## src/rtl/trap_pkg.sv

```systemverilog
package trap_pkg;

   localparam int KIND_W    = 4;
   localparam int NUM_KINDS = 1 << KIND_W;
   localparam int STAT_W    = 17;

   typedef enum logic [KIND_W-1:0] {
      FK_RESET    = 4'd0,
      FK_INTR     = 4'd1,
      FK_DMISS1   = 4'd2,
      FK_DMISS2   = 4'd3,
      FK_UNALIGN  = 4'd4,
      FK_DPAGE    = 4'd5,
      FK_DACV     = 4'd6,
      FK_MCHK     = 4'd7,
      FK_BADOP    = 4'd8,
      FK_ARITH    = 4'd9,
      FK_FPOFF    = 4'd10,
      FK_VECOFF   = 4'd11,
      FK_IPAGE    = 4'd12,
      FK_IACV     = 4'd13,
      FK_PRIVCALL = 4'd14,
      FK_INTOVF   = 4'd15
   } fault_kind_e;

   typedef struct packed {
      logic [15:0] offset;
      logic        restart;
      logic        skip;
      logic        dcap;
      logic        icap;
   } kind_attr_t;

   localparam int RA_EXC    = 0;
   localparam int RA_FVA    = 1;
   localparam int RA_STAT   = 2;
   localparam int RA_DFORM  = 3;
   localparam int RA_ITAG   = 4;
   localparam int RA_IFORM  = 5;
   localparam int RA_HBASE  = 6;
   localparam int RA_DPTB   = 7;
   localparam int RA_IPTB   = 8;
   localparam int RA_CNT0   = 16;

   function automatic kind_attr_t kind_attr(input logic [KIND_W-1:0] k);
      kind_attr_t a;
      a.offset  = 16'h0000;
      a.restart = 1'b1;
      a.skip    = 1'b0;
      a.dcap    = 1'b0;
      a.icap    = 1'b0;
      case (fault_kind_e'(k))
         FK_RESET:    a.offset = 16'h0001;
         FK_INTR:     begin a.offset = 16'h0101; a.restart = 1'b0; end
         FK_DMISS1:   begin a.offset = 16'h0201; a.dcap = 1'b1; end
         FK_DMISS2:   begin a.offset = 16'h0281; a.dcap = 1'b1; end
         FK_UNALIGN:  begin a.offset = 16'h0301; a.dcap = 1'b1; end
         FK_DPAGE:    begin a.offset = 16'h0381; a.dcap = 1'b1; end
         FK_DACV:     begin a.offset = 16'h0381; a.dcap = 1'b1; end
         FK_MCHK:     a.offset = 16'h0401;
         FK_BADOP:    a.offset = 16'h0481;
         FK_ARITH:    begin a.offset = 16'h0501; a.skip = 1'b1; end
         FK_FPOFF:    a.offset = 16'h0581;
         FK_VECOFF:   a.offset = 16'h0581;
         FK_IPAGE:    begin a.offset = 16'h0181; a.icap = 1'b1; end
         FK_IACV:     begin a.offset = 16'h0081; a.icap = 1'b1; end
         FK_PRIVCALL: begin a.offset = 16'h2001; a.restart = 1'b0; a.skip = 1'b1; end
         FK_INTOVF:   begin a.offset = 16'h0501; a.skip = 1'b1; end
         default:     a.offset = 16'h0000;
      endcase
      return a;
   endfunction

endpackage

```

## src/rtl/trap_decode.sv

```systemverilog
module trap_decode
   import trap_pkg::*;
#(
   parameter int XLEN = 64
)(
   input  logic [KIND_W-1:0] kind,
   output kind_attr_t        attr,
   output logic [XLEN-1:0]   vec_off
);

   generate
      if (XLEN < 16) begin : g_bad_xlen
         $error("trap_decode: XLEN must hold a 16-bit vector offset");
      end
   endgenerate

   always_comb begin
      attr    = kind_attr(kind);
      vec_off = XLEN'(attr.offset);
   end

endmodule

```

## src/rtl/trap_capture.sv

```systemverilog
module trap_capture
   import trap_pkg::*;
#(
   parameter int XLEN       = 64,
   parameter int VA_BITS    = 43,
   parameter int PAGE_SHIFT = 13
)(
   input  logic            clk,
   input  logic            rst_n,
   input  logic            accept,
   input  kind_attr_t      attr,
   input  logic [XLEN-1:0] pc,
   input  logic [XLEN-1:0] va,
   input  logic [5:0]      opcode,
   input  logic [4:0]      ra,
   input  logic [5:0]      flags,
   input  logic [1:0]      qual,
   input  logic [XLEN-1:0] dpt_base,
   input  logic [XLEN-1:0] ipt_base,
   output logic [XLEN-1:0] exc_addr_q,
   output logic [XLEN-1:0] fva_q,
   output logic [XLEN-1:0] stat_q,
   output logic [XLEN-1:0] dform_q,
   output logic [XLEN-1:0] itag_q,
   output logic [XLEN-1:0] iform_q
);

   localparam int VPN_W      = VA_BITS - PAGE_SHIFT;
   localparam int FORM_SHIFT = 3;

   generate
      if (VPN_W + FORM_SHIFT > XLEN) begin : g_bad_vpn
         $error("trap_capture: formatted address does not fit XLEN");
      end
      if (STAT_W > XLEN) begin : g_bad_stat
         $error("trap_capture: status word does not fit XLEN");
      end
   endgenerate

   logic            pc_aligned;
   logic [XLEN-1:0] ea_base;
   logic [XLEN-1:0] ea_next;
   logic            dtake;
   logic [XLEN-1:0] dform_next;
   logic [XLEN-1:0] iform_next;
   logic [XLEN-1:0] stat_next;

   always_comb begin
      pc_aligned = (pc[1:0] == 2'b00);
      ea_base    = (attr.restart || pc_aligned) ? pc : exc_addr_q;
      ea_next    = attr.skip ? ea_base + XLEN'(4) : ea_base;
      dtake      = attr.dcap && (qual == 2'b00);
      dform_next = dpt_base | (XLEN'(va[VA_BITS-1:PAGE_SHIFT]) << FORM_SHIFT);
      iform_next = ipt_base | (XLEN'(pc[VA_BITS-1:PAGE_SHIFT]) << FORM_SHIFT);
      stat_next  = XLEN'({opcode, ra, flags});
   end

   always_ff @(posedge clk or negedge rst_n) begin
      if (!rst_n) begin
         exc_addr_q <= '0;
      end else if (accept) begin
         exc_addr_q <= ea_next;
      end
   end

   always_ff @(posedge clk or negedge rst_n) begin
      if (!rst_n) begin
         fva_q   <= '0;
         stat_q  <= '0;
         dform_q <= '0;
      end else if (accept && dtake) begin
         fva_q   <= va;
         stat_q  <= stat_next;
         dform_q <= dform_next;
      end
   end

   always_ff @(posedge clk or negedge rst_n) begin
      if (!rst_n) begin
         itag_q  <= '0;
         iform_q <= '0;
      end else if (accept && attr.icap) begin
         itag_q  <= pc;
         iform_q <= iform_next;
      end
   end

endmodule

```

## src/rtl/trap_counters.sv

```systemverilog
module trap_counters
   import trap_pkg::*;
#(
   parameter int CNT_W = 16
)(
   input  logic                              clk,
   input  logic                              rst_n,
   input  logic                              accept,
   input  logic [KIND_W-1:0]                 kind,
   output logic [NUM_KINDS-1:0][CNT_W-1:0]   counts
);

   generate
      if (CNT_W < 1) begin : g_bad_cnt
         $error("trap_counters: CNT_W must be at least 1");
      end
      for (genvar k = 0; k < NUM_KINDS; k++) begin : g_cnt
         logic             hit;
         logic [CNT_W-1:0] c_q;
         assign hit = accept && (kind == KIND_W'(k));
         always_ff @(posedge clk or negedge rst_n) begin
            if (!rst_n) begin
               c_q <= '0;
            end else if (hit && (c_q != {CNT_W{1'b1}})) begin
               c_q <= c_q + 1'b1;
            end
         end
         assign counts[k] = c_q;
      end
   endgenerate

endmodule

```

## src/rtl/trap_regport.sv

```systemverilog
module trap_regport
   import trap_pkg::*;
#(
   parameter int XLEN   = 64,
   parameter int CNT_W  = 16,
   parameter int ADDR_W = 5
)(
   input  logic                            clk,
   input  logic                            rst_n,
   input  logic                            we,
   input  logic [ADDR_W-1:0]               addr,
   input  logic [XLEN-1:0]                 wdata,
   input  logic [XLEN-1:0]                 exc_addr_q,
   input  logic [XLEN-1:0]                 fva_q,
   input  logic [XLEN-1:0]                 stat_q,
   input  logic [XLEN-1:0]                 dform_q,
   input  logic [XLEN-1:0]                 itag_q,
   input  logic [XLEN-1:0]                 iform_q,
   input  logic [NUM_KINDS-1:0][CNT_W-1:0] counts,
   output logic [XLEN-1:0]                 rdata,
   output logic [XLEN-1:0]                 handler_base,
   output logic [XLEN-1:0]                 dpt_base,
   output logic [XLEN-1:0]                 ipt_base
);

   localparam int CNT_END = RA_CNT0 + NUM_KINDS;

   generate
      if ((1 << ADDR_W) < CNT_END) begin : g_bad_addr
         $error("trap_regport: ADDR_W too narrow for the counter window");
      end
      if (CNT_W > XLEN) begin : g_bad_cntw
         $error("trap_regport: CNT_W wider than XLEN");
      end
   endgenerate

   always_ff @(posedge clk or negedge rst_n) begin
      if (!rst_n) begin
         handler_base <= '0;
         dpt_base     <= '0;
         ipt_base     <= '0;
      end else if (we) begin
         if (addr == ADDR_W'(RA_HBASE)) handler_base <= wdata;
         if (addr == ADDR_W'(RA_DPTB))  dpt_base     <= wdata;
         if (addr == ADDR_W'(RA_IPTB))  ipt_base     <= wdata;
      end
   end

   logic [ADDR_W-1:0] cnt_off;
   logic              in_cnt;

   always_comb begin
      cnt_off = addr - ADDR_W'(RA_CNT0);
      in_cnt  = (addr >= ADDR_W'(RA_CNT0)) && (cnt_off < ADDR_W'(NUM_KINDS));
      rdata   = '0;
      if (in_cnt) begin
         rdata = XLEN'(counts[cnt_off[KIND_W-1:0]]);
      end else begin
         case (addr)
            ADDR_W'(RA_EXC):   rdata = exc_addr_q;
            ADDR_W'(RA_FVA):   rdata = fva_q;
            ADDR_W'(RA_STAT):  rdata = stat_q;
            ADDR_W'(RA_DFORM): rdata = dform_q;
            ADDR_W'(RA_ITAG):  rdata = itag_q;
            ADDR_W'(RA_IFORM): rdata = iform_q;
            ADDR_W'(RA_HBASE): rdata = handler_base;
            ADDR_W'(RA_DPTB):  rdata = dpt_base;
            ADDR_W'(RA_IPTB):  rdata = ipt_base;
            default:           rdata = '0;
         endcase
      end
   end

endmodule

```

## src/rtl/trap_entry_unit.sv

```systemverilog
module trap_entry_unit
   import trap_pkg::*;
#(
   parameter int XLEN       = 64,
   parameter int VA_BITS    = 43,
   parameter int PAGE_SHIFT = 13,
   parameter int CNT_W      = 16,
   parameter int ADDR_W     = 5
)(
   input  logic              clk,
   input  logic              rst_n,
   input  logic              fault_valid,
   input  logic [3:0]        fault_kind,
   input  logic [XLEN-1:0]   fault_pc,
   input  logic [XLEN-1:0]   fault_va,
   input  logic [31:0]       fault_inst,
   input  logic [5:0]        fault_flags,
   input  logic [1:0]        fault_qual,
   input  logic              reg_we,
   input  logic [ADDR_W-1:0] reg_addr,
   input  logic [XLEN-1:0]   reg_wdata,
   output logic [XLEN-1:0]   reg_rdata,
   output logic              redirect_valid,
   output logic [XLEN-1:0]   redirect_pc
);

   generate
      if (VA_BITS > XLEN) begin : g_bad_va
         $error("trap_entry_unit: VA_BITS exceeds XLEN");
      end
      if (PAGE_SHIFT >= VA_BITS) begin : g_bad_page
         $error("trap_entry_unit: PAGE_SHIFT must be below VA_BITS");
      end
   endgenerate

   kind_attr_t                     attr;
   logic [XLEN-1:0]                vec_off;
   logic [XLEN-1:0]                handler_base;
   logic [XLEN-1:0]                dpt_base;
   logic [XLEN-1:0]                ipt_base;
   logic [XLEN-1:0]                exc_addr_q;
   logic [XLEN-1:0]                fva_q;
   logic [XLEN-1:0]                stat_q;
   logic [XLEN-1:0]                dform_q;
   logic [XLEN-1:0]                itag_q;
   logic [XLEN-1:0]                iform_q;
   logic [NUM_KINDS-1:0][CNT_W-1:0] counts;
   logic                           unused_inst_low;

   assign unused_inst_low = ^fault_inst[20:0];

   trap_decode #(.XLEN(XLEN)) u_decode (
      .kind    (fault_kind),
      .attr    (attr),
      .vec_off (vec_off)
   );

   trap_capture #(
      .XLEN(XLEN), .VA_BITS(VA_BITS), .PAGE_SHIFT(PAGE_SHIFT)
   ) u_capture (
      .clk        (clk),
      .rst_n      (rst_n),
      .accept     (fault_valid),
      .attr       (attr),
      .pc         (fault_pc),
      .va         (fault_va),
      .opcode     (fault_inst[31:26]),
      .ra         (fault_inst[25:21]),
      .flags      (fault_flags),
      .qual       (fault_qual),
      .dpt_base   (dpt_base),
      .ipt_base   (ipt_base),
      .exc_addr_q (exc_addr_q),
      .fva_q      (fva_q),
      .stat_q     (stat_q),
      .dform_q    (dform_q),
      .itag_q     (itag_q),
      .iform_q    (iform_q)
   );

   trap_counters #(.CNT_W(CNT_W)) u_counters (
      .clk    (clk),
      .rst_n  (rst_n),
      .accept (fault_valid),
      .kind   (fault_kind),
      .counts (counts)
   );

   trap_regport #(.XLEN(XLEN), .CNT_W(CNT_W), .ADDR_W(ADDR_W)) u_regport (
      .clk          (clk),
      .rst_n        (rst_n),
      .we           (reg_we),
      .addr         (reg_addr),
      .wdata        (reg_wdata),
      .exc_addr_q   (exc_addr_q),
      .fva_q        (fva_q),
      .stat_q       (stat_q),
      .dform_q      (dform_q),
      .itag_q       (itag_q),
      .iform_q      (iform_q),
      .counts       (counts),
      .rdata        (reg_rdata),
      .handler_base (handler_base),
      .dpt_base     (dpt_base),
      .ipt_base     (ipt_base)
   );

   always_ff @(posedge clk or negedge rst_n) begin
      if (!rst_n) begin
         redirect_valid <= 1'b0;
         redirect_pc    <= '0;
      end else begin
         redirect_valid <= fault_valid;
         if (fault_valid) begin
            redirect_pc <= handler_base + vec_off;
         end
      end
   end

endmodule

```

## config.mk

```make
export PLATFORM = sky130hd
export DESIGN_NAME = trap_entry_unit
export DESIGN_NICKNAME = d
export VERILOG_FILES = /design/src/rtl/trap_pkg.sv /design/src/rtl/trap_decode.sv /design/src/rtl/trap_capture.sv /design/src/rtl/trap_counters.sv /design/src/rtl/trap_regport.sv /design/src/rtl/trap_entry_unit.sv
export SDC_FILE = /design/constraint.sdc
export NUM_CORES = 2
export LEC_CHECK = 0
export BUFFER_PORTS_ARGS = -buffer_cell sky130_fd_sc_hd__buf_4
export CAP_MARGIN = 20
export CORE_MARGIN = 1
export CORE_UTILIZATION = 45
export DETAILED_ROUTE_END_ITERATION = 8
export PLACE_DENSITY_LB_ADDON = 0.1
export SYNTH_ARGS = -nofsm -noshare
export SYNTH_HDL_FRONTEND = slang
export SYNTH_SLANG_ARGS = --single-unit
```

## constraint.sdc

```tcl
create_clock -name clk -period 3.4 [get_ports clk]
set_clock_uncertainty 0.2 [all_clocks]
set_input_delay 0.17 -clock clk [delete_from_list [all_inputs] [get_ports clk]]
set_output_delay 0.17 -clock clk [all_outputs]
set_load 0.02 [all_outputs]
```

==> impl_results.md <==
* Max IR drop VDD at 0.450 mV
* EDFF count, synth at 0
* Outcome: completed
* Synth Flop Type: dfrtp_1
* Worst setup EP type: output port
* Sequential share of the synthesized area at 48.8%
* Detailed Route Iter0 Violations at 3304
* Mapped Area at 43600 µm²
* Crit-path max FO at 3
* CP most frequent cell: mux4_2
* CTS H-Tree Depth at 3
* Sequential cell area at 21300 µm²
* I/O pin cnt at between 300 and 400
* Gpl congestion at 0.995
* Initial Utilization at 45.7%
* Port Buffers at 352
* Compound-gate portion of the synthesized area at 11.1%
* Area occupied by multi-input gates at 21400 µm²
* Vias post-DR at 36000
* Xor/xnor share of the synthesized area at 6.06%
* Die W at about 310 µm
* Mapped Nets at 4207
* Initial antenna violation count at 23
* Clk_lat worst skew at approximately 0.68 ns
* Layout cell share with drive strength beyond 1 at between 20 and 30%
* Largest net degree at the start of global routing at between 150 and 200
* DIE AREA at ~100000 µm²
* Critical path class: flop to output port
* Clk sinks at 850
* Core area at 95400 µm²
* Period Utilization, post-route at 97.7%
* Final setup fails at 0
* Nets at 4811
* Crit path max-delay cell type: mux4_2
* Period minus WS final at 3.32 ns
* Max-cap violations at 0
* Main combinational cell family by area after synthesis: multiplexers
* Die Height at 313 µm
* First-pass GRT wire length at 233000 µm
* Relative slew slack at 31.4%
* Cell Rows at 113
* Cells along the critical path: mux4_2 > mux4_2 > nand2_1 > nand4_1 > buf_4
* Adder-Cell Fraction of Synth Area at less than 1%
* Most frequent cells in the layout: dfrtp_1, buf_4, mux2_2
* CP Launch Type: flop
* Simple-gate share of the synthesized area at 14.2%
* GRT Residual Overflow at 0
* All-layer global routing usage at 31.8%
* Post-DP HPWL at 112000 µm
* TritonCTS Buffers at 94
* Fin cells at 5893
* CP peak stage delay at 0.53 ns
* Clock Tree Root: clkbuf_16
* Fillers at 8140
* DRC viols at 0
* Most common cell after layout, fill and taps aside: dfrtp_1
* #FFs+latches synth at between 800 and 900
* Final Slew Violations at 0
* Area grow syn2layout at 24.6%
* Synth unique cells at 89
* Yosys warnings at 0
* Vias/cell at 6.10
* Worst EP required at about 3.0 ns
* Mean Syn Cell Area at approximately 11 µm²
* Inst Count DP at about 5500
* Worst min path class: input port to flop
* Vias in the first global route at 34700
* Drt wl/cell at 26.7 µm
* Final WL at 157000 µm
* Least-Margin Pin Slew at 1.03 ns
* Post-layout util at 57.0%
* First drt pass iteration count at 6
* Pwr dens at 537 nW/µm²
* Mux cell area share after synthesis at 16.6%
* Clock tree buffer depth at 3
* Arrival time at the worst endpoint at a little under 3 ns
* CTS tree: built
* Min Hold Slack at 0.0732 ns
* Clk slew on worst S/H paths at 0.06 ns
* Cells after Synth at 3939
* Fmax at 301 MHz
* Pleak at between 20 and 25 nW
* Routed Antenna Nets at 0
* Endpoints failing hold at 0
* Asr flop ratio synth at 100%
cell usage after synthesis (all sizes together) (7+ instances only):
master     n  area [µm²]
dfrtp    850       21300
mux2     447        5030
nand2    306        1150
nor2     265         995
xnor2    217        1900
nand3    190         951
clkbuf   183         687
a22oi    165        1270
nand4    154         970
a21oi    149         746
o21ai     87         439
xor2      85         744
mux4      80        1800
and3      63         394
buf       61         319
nor3      60         300
a221oi    50         438
a22o      42         368
mux2i     40         400
and4      39         342
inv       37         139
a31oi     35         219
nand2b    28         175
and2      27         169
ha        23         288
nor4      23         165
o211ai    21         163
o31ai     19         143
a211oi    18         145
or4       15         120
a2bb2oi   12         105
nor2b     11        68.8
a222oi    10         100
a311oi     9        85.1
nor3b      9        67.6
o21a       9        67.6
or2        8        50.1
a41oi      7        61.3
or3        7        43.8
what timing repair did:
| item | in CTS | in global routing |
|---|---|---|
| setup endpoints to repair | 0 | 1 |
| endpoints found under the hold margin | 1298 | 0 |
| hold buffers | 234 | 0 |
| gates resized for setup | 0 | 7 |
| buffers inserted | 0 | 1 |
worst max-delay path, delay by kind of cell (launching register included):
family | cells | cell delay [ns]
multiplexers | 2 | 1.03
AND/OR/NAND/NOR | 2 | 0.57
flip-flops | 1 | 0.43
buffers and inverters | 1 | 0.23
cell families (layout without fill, tap and decap cells):
| family | after synthesis | count (layout) |
|---|---|---|
| fa+ha+maj | 23 | 23 |
| simple gates | 1228 | 1228 |
| compound gates | 688 | 688 |
| other cells | 0 | 8 |
| flops | 850 | 850 |
| buf+inv | 281 | 962 |
| mux | 567 | 567 |
| xor+xnor | 302 | 302 |
worst paths after layout:
check / start / endpoint / slack [ns] / cells past startpoint
setup / recovery: u_counters.g_cnt[12].c_q[15] / reg_rdata[15] / 0.08 / 5
hold / removal: fault_inst[27] / u_capture.stat_q[12] / 0.07 / 3
setup reg to reg: u_capture.exc_addr_q[7] / u_capture.exc_addr_q[57] / 0.14 / 9
hold reg to reg: u_capture.iform_q[19] / u_capture.iform_q[19] / 0.28 / 2
max in group asynchronous: rst_n / redirect_pc[38] / 2.27 / 3
min in group asynchronous: rst_n / u_regport.dpt_base[17] / 0.17 / 3
power by group:
part / internal, W / leakage (nW) / total (W) / switching (W)
sequential: 0.0118 / 10.8 / 0.0135 / 0.00164
combinational: 0.00254 / 11.3 / 0.00493 / 0.00240
clock: 0.00642 / 1.59 / 0.0108 / 0.00437
metrics by stage:
step	area (µm²)	setup TNS [ns]	total power [W]	setup WS [ns]
3_3_place_gp	48700	0	0.0181	0.120
3_5_place_dp	48700	0	0.0182	0.0995
6_report	54400	0	0.0292	0.0771
4_1_cts	54300	0	0.0293	0.0540
5_1_grt	54300	-0.00156	0.0303	-0.00156
2_1_floorplan	43800	-0.684	0.0159	-0.0965
sequential cells by signal, summed over array words and instances (netlist names):
signal	count
u_regport.handler_base	64
u_capture.dform_q	64
u_capture.stat_q	17
u_capture.fva_q	64
u_capture.itag_q	64
u_regport.ipt_base	64
u_capture.exc_addr_q	64
redirect_pc	64
u_capture.iform_q	64
u_counters.g_cnt.c_q	256
u_regport.dpt_base	64
redirect_valid	1
area by class of cell:
type,count,share of cell area [%]
antenna,8,0.0368
clock buffer,143,5.13
clock inverter,30,0.810
inverter,37,0.255
multi-input combinational,2808,39.3
sequential,850,39.1
tap,1265,2.91
timing repair buffer,752,12.4
metal layers:
metal  share of wire [%]  track usage, %  vias to the layer above
met2                  47            50.7                     1364
li1                    -               -                    15900
met3                 7.1            6.54                      344
met4                 4.2            12.2                       24
met1                  42            42.6                    18400
met5                0.11               0                        -
No activity file was read; power rests on OpenSTA's default activity.
